--- config.mk ---
export PLATFORM = sky130hd
export DESIGN_NAME = cmd_ptr_engine
export DESIGN_NICKNAME = d
export VERILOG_FILES = /design/src/rtl/cmd_ptr_pkg.sv /design/src/rtl/cmd_ptr_satinc.sv /design/src/rtl/cmd_ptr_impl.sv /design/src/rtl/cmd_ptr_engine.sv
export SDC_FILE = /design/constraint.sdc
export NUM_CORES = 1
export LEC_CHECK = 0
export BUFFER_PORTS_ARGS = -buffer_cell sky130_fd_sc_hd__buf_2
export CORE_ASPECT_RATIO = 0.6
export CORE_MARGIN = 5
export CORE_UTILIZATION = 46
export DETAILED_ROUTE_END_ITERATION = 8
export PLACE_DENSITY_LB_ADDON = 0.25
export SKIP_CTS_REPAIR_TIMING = 1
export SYNTH_ARGS = -nofsm -noshare
export SYNTH_HDL_FRONTEND = slang
export SYNTH_SLANG_ARGS = --single-unit
--- constraint.sdc ---
create_clock -name clk -period 2.05 [get_ports clk]
set_clock_uncertainty 0.05 [all_clocks]
set_input_delay 0.3075 -clock clk [delete_from_list [all_inputs] [get_ports clk]]
set_output_delay 0.3075 -clock clk [all_outputs]
set_load 0.005 [all_outputs]
--- src/rtl/cmd_ptr_pkg.sv ---
package cmd_ptr_pkg;

    localparam int BYTE_W = 8;

    typedef enum logic [1:0] {
        PH_IDLE  = 2'd0,
        PH_CMD   = 2'd1,
        PH_WDATA = 2'd2,
        PH_READ  = 2'd3
    } phase_e;

    typedef struct packed {
        phase_e              phase;
        logic [BYTE_W-1:0]   ptr;
        logic                we;
        logic [BYTE_W-1:0]   waddr;
        logic [BYTE_W-1:0]   wdata;
        logic                rvalid;
        logic [BYTE_W-1:0]   rdata;
    } eng_state_t;

endpackage

--- src/rtl/cmd_ptr_satinc.sv ---
module cmd_ptr_satinc #(
    parameter int W        = 8,
    parameter int TOP_ADDR = 38
) (
    input  logic [W-1:0] cur,
    input  logic [W-1:0] raw_load,
    output logic [W-1:0] inc,
    output logic [W-1:0] clamped
);
    localparam logic [W-1:0] TOP = W'(TOP_ADDR);

    always_comb begin
        inc     = (cur < TOP) ? cur + W'(1) : TOP;
        clamped = (raw_load > TOP) ? TOP : raw_load;
    end
endmodule

--- src/rtl/cmd_ptr_impl.sv ---
module cmd_ptr_impl #(
    parameter int               W         = 8,
    parameter int               NUM_REGS  = 39,
    parameter logic [NUM_REGS-1:0] IMPL_MASK = '1
) (
    input  logic [W-1:0] addr,
    output logic         hit
);
    localparam int IDX_W = $clog2(NUM_REGS);

    logic [IDX_W-1:0] idx;

    always_comb begin
        idx = addr[IDX_W-1:0];
        hit = (addr < W'(NUM_REGS)) ? IMPL_MASK[idx] : 1'b0;
    end
endmodule

--- src/rtl/cmd_ptr_engine.sv ---
module cmd_ptr_engine
    import cmd_ptr_pkg::*;
#(
    parameter int TOP_ADDR = 38,
    parameter logic [TOP_ADDR:0] IMPL_MASK = 39'h7F_0FFF_0FFF
) (
    input  logic              clk,
    input  logic              rst_n,
    input  logic              txn_start,
    input  logic              txn_read,
    input  logic              txn_stop,
    input  logic              wr_valid,
    input  logic [BYTE_W-1:0] wr_byte,
    input  logic              rd_req,
    output logic              bank_re,
    output logic [BYTE_W-1:0] bank_raddr,
    input  logic [BYTE_W-1:0] bank_rdata,
    output logic              rd_valid,
    output logic [BYTE_W-1:0] rd_data,
    output logic              bank_we,
    output logic [BYTE_W-1:0] bank_waddr,
    output logic [BYTE_W-1:0] bank_wdata
);
    localparam int NUM_REGS = TOP_ADDR + 1;

    eng_state_t s_q, s_d;
    logic [BYTE_W-1:0] ptr_inc, ptr_load;
    logic              ptr_hit;
    logic              rd_take;

    cmd_ptr_satinc #(.W(BYTE_W), .TOP_ADDR(TOP_ADDR)) u_inc (
        .cur      (s_q.ptr),
        .raw_load (wr_byte),
        .inc      (ptr_inc),
        .clamped  (ptr_load)
    );

    cmd_ptr_impl #(.W(BYTE_W), .NUM_REGS(NUM_REGS), .IMPL_MASK(IMPL_MASK)) u_impl (
        .addr (s_q.ptr),
        .hit  (ptr_hit)
    );

    // Read is accepted only when no higher-priority event shares the cycle.
    assign rd_take = rd_req && (s_q.phase == PH_READ)
                     && !txn_start && !txn_stop && !wr_valid;

    always_comb begin
        s_d        = s_q;
        s_d.we     = 1'b0;
        s_d.rvalid = 1'b0;
        if (txn_start) begin
            s_d.phase = txn_read ? PH_READ : PH_CMD;
        end else if (txn_stop) begin
            s_d.phase = PH_IDLE;
        end else if (wr_valid) begin
            case (s_q.phase)
                PH_CMD: begin
                    s_d.ptr   = ptr_load;
                    s_d.phase = PH_WDATA;
                end
                PH_WDATA: begin
                    s_d.we    = ptr_hit;
                    s_d.waddr = s_q.ptr;
                    s_d.wdata = wr_byte;
                    s_d.ptr   = ptr_inc;
                end
                default: ;
            endcase
        end else if (rd_take) begin
            s_d.rvalid = 1'b1;
            s_d.rdata  = ptr_hit ? bank_rdata : '0;
            s_d.ptr    = ptr_inc;
        end
    end

    always_ff @(posedge clk) begin
        if (!rst_n) begin
            s_q.phase  <= PH_IDLE;
            s_q.ptr    <= '0;
            s_q.we     <= 1'b0;
            s_q.waddr  <= '0;
            s_q.wdata  <= '0;
            s_q.rvalid <= 1'b0;
            s_q.rdata  <= '0;
        end else begin
            s_q <= s_d;
        end
    end

    assign bank_re    = rd_take;
    assign bank_raddr = s_q.ptr;
    assign rd_valid   = s_q.rvalid;
    assign rd_data    = s_q.rdata;
    assign bank_we    = s_q.we;
    assign bank_waddr = s_q.waddr;
    assign bank_wdata = s_q.wdata;
endmodule

==> metrics.md <==
| Metric | Value |
|---|---|
| Longest Clk Path Bufs | `2` |
| Worst Path Arrival | `2050 ps` |
| Leak | `0.00110 uW` |
| Synth cell types | `44` |
| Critical path type | `reg -> reg` |
| Critical R2R Launch | `s_q[35]$_SDFFE_PN0P_` |
| Hold Crit Class | `in -> reg` |
| Iter 0 DRT Violations | `71` |
| Achievable Freq | `516 MHz` |
| Fin util | `53.7%` |
| Post-DR wirelength/cell | `13.6 um` |
| Die area | `5490 sq um` |
| Via Count | `1427` |
| Post-synth top area share | `39.5%` |
| RSZ-0062 raised after global routing | `false` |
| Fin nets | `261` |
| N_diodes | `0` |
| Sequential fraction of design power | `53.1%` |
| Largest net degree at the start of global routing | `27` |
| P per Cell Area | `640 nW/um^2` |
| Number of synthesized flops with an enable pin | `0` |
| Grt ovf | `0` |
| Root Buffer | `clkbuf_8` |
| WL final | `3930 um` |
| CTS buffer count | `5` |
| Total GRT Usage | `15.1%` |
| Drc violations | `0` |
| Psw | `325 uW` |
| Tmin final | `1940 ps` |
| First-pass GRT wire length | `6350 um` |
| Final setup viols | `0` |
| Final Worst Setup Slack | `112 ps` |
| CP Max Fanout | `7` |
| Startpoint type of the worst setup path | `flip-flop` |
| Worst slew pin tran | `469 ps` |
| Fin Hold WS | `180 ps` |
| Synth Warn # | `0` |
| Syn Inst Count | `199` |
| Yosys reg bits | `37` |
| Post-synth top area cell | `dfxtp_1` |
| Critical Path RT | `2170 ps` |
| Most common cell after layout, fill and taps aside | `buf_2` |
| Die Width | `92.4 um` |
| CTS tree | `built` |
| Comb pwr share | `8.1%` |
| Status | `finished clean` |
| Synthesized area per cell | `9.41 sq um` |
| Number of global-route vias before repair | `1263` |
| Post-Synthesis Cell Area | `1870 sq um` |
| CTS clock-pin slew for the worst setup and hold paths | `70 ps` |
| Drt first pass iters | `4` |
| Top post-synthesis cells by area | `dfxtp_1 40%, buf_4 13%, mux2i_1 7.5%` |
| Clock power share | `38.8%` |
| Most used flip-flop cell after synthesis | `dfxtp_1` |
| Filler cells | `391` |
| Final worst-path cycle share | `94.5%` |
| Min-delay src | `bank_rdata[6]` |
| Post-route setup TNS | `0 ps` |
| Synth-to-layout area growth | `15.0%` |
| H-tree depth | `2` |
| Slew Limit Fails | `0` |
| Clk_lat worst skew | `290 ps` |
| Chip height | `59.4 um` |
| Seq/Total Area, Yosys | `39.5%` |
| Dpl hpwl | `3070 um` |
| Sw frac | `23.6%` |
| Async SR Flop Fraction | `0%` |
| Most frequent cells in the layout | `57 x buf_2, 36 x dfxtp_1, 18 x nor2b_1` |
| RePlAce Congestion | `0.795` |
| Worst Setup SP | `s_q[35]$_SDFFE_PN0P_` |
| Rel. slew slack | `68.7%` |
| Core Region | `4010 sq um` |
| Final Hold Fails | `0` |
| Row cnt | `18` |
| I/O pin count | `58` |
| Layout cells sized above 1 | `38.7%` |
| Via-per-instance ratio | `4.95` |
| Port bufs | `57` |
| Post-Place Worst Slack | `16.0 ps` |
| Max VDD drop | `0.335 mV` |
| Synthesized net count | `223` |
| DRT antenna net count | `0` |
| Starting Density | `46.7%` |
| Endpoint class of the critical path | `flip-flop` |
| Pint | `1050 uW` |
| Clock sinks | `37` |
| Max-Cap Viols | `0` |
| Initial antenna violation count | `0` |
## synth_stat cells, types with 2 or more instances
master,instances
o21a_1,2
a21boi_0,4
inv_1,5
dfxtp_1,37
a22o_1,7
nor2b_1,18
a211oi_1,2
and2_1,4
and3_1,2
nand3_1,2
mux2i_1,14
a31oi_1,2
nor2_1,11
clkbuf_1,7
buf_4,32
o211a_1,2
nand2_1,8
a21oi_1,6
nand2b_1,2
o21ai_0,7
nor3b_1,2
## state kept, by name, summed over array words and instances, names as in the netlist, named ones only
register and count:
bank_raddr 8, bank_waddr 8, bank_wdata 8, rd_data 8, s_q 2, bank_we 1
rd_valid 1
## cells by family (layout without fill, tap and decap cells)
group | count (synthesis) | in the layout | synth area share, %
DFF | 37 | 37 | 39.5
AOI/OAI and AO/OA | 40 | 40 | 17.2
and+or+nand+nor | 60 | 60 | 18.8
muxes | 14 | 14 | 7.48
buffers and inverters | 47 | 86 | 16.3
adders and majority gates | 1 | 1 | 0.668
## power groups by stage
stage	sequential [uW]	clock, uW	combinational, uW
floorplan	748	0	62.1
finish	731	534	112
CTS	731	552	113
global placement	748	0	112
global route	732	583	123
detailed placement	748	0	112
## routing by layer
| metal | share of wire, % | GRT usage [%] | routed length, um | vias to the layer above |
|---|---|---|---|---|
| met5 | 0 | 0 | 0 | - |
| met4 | 0.64 | 6.98 | 25 | 0 |
| met3 | 5.9 | 4.70 | 230 | 2 |
| met2 | 41 | 19.8 | 1600 | 32 |
| met1 | 53 | 22.3 | 2080 | 658 |
| li1 | - | - | - | 735 |
## worst max-delay path, cell delays in order, from the launching register on
cell	delay, ps
dfxtp_1	330
buf_4	160
a21oi_1	240
a311oi_4	100
buf_4	180
a21boi_0	120
a2bb2oi_1	150
or4b_1	500
## layout make-up
| type | count | area [sq um] | area share [%] |
|---|---|---|---|
| Tap cell | 50 | 62.6 | 2.91 |
| Sequential cell | 37 | 742 | 34.5 |
| Multi-Input combinational cell | 115 | 832 | 38.6 |
| Timing Repair Buffer | 72 | 398 | 18.5 |
| Inverter | 6 | 22.5 | 1.05 |
| Clock inverter | 2 | 13.8 | 0.639 |
| Clock buffer | 6 | 82.6 | 3.83 |
## per-stage QoR
stage,instances,area [sq um],total power [uW]
after floorplan,199,1870,810
after global placement,280,2050,859
after detailed placement,280,2050,859
after CTS,288,2150,1390
after global routing,288,2150,1440
final,288,2150,1380
## worst paths after layout
path / slack (ps) / to / cells after the start
worst max-delay path: 110 / flip-flop / 7
worst min-delay path: 180 / rd_data[6]$_SDFFE_PN0P_ / 2
worst max register to register: 110 / flip-flop / 7
worst min register to register: 430 / rd_data[4]$_SDFFE_PN0P_ / 1
(Power assumes the default switching activity.)
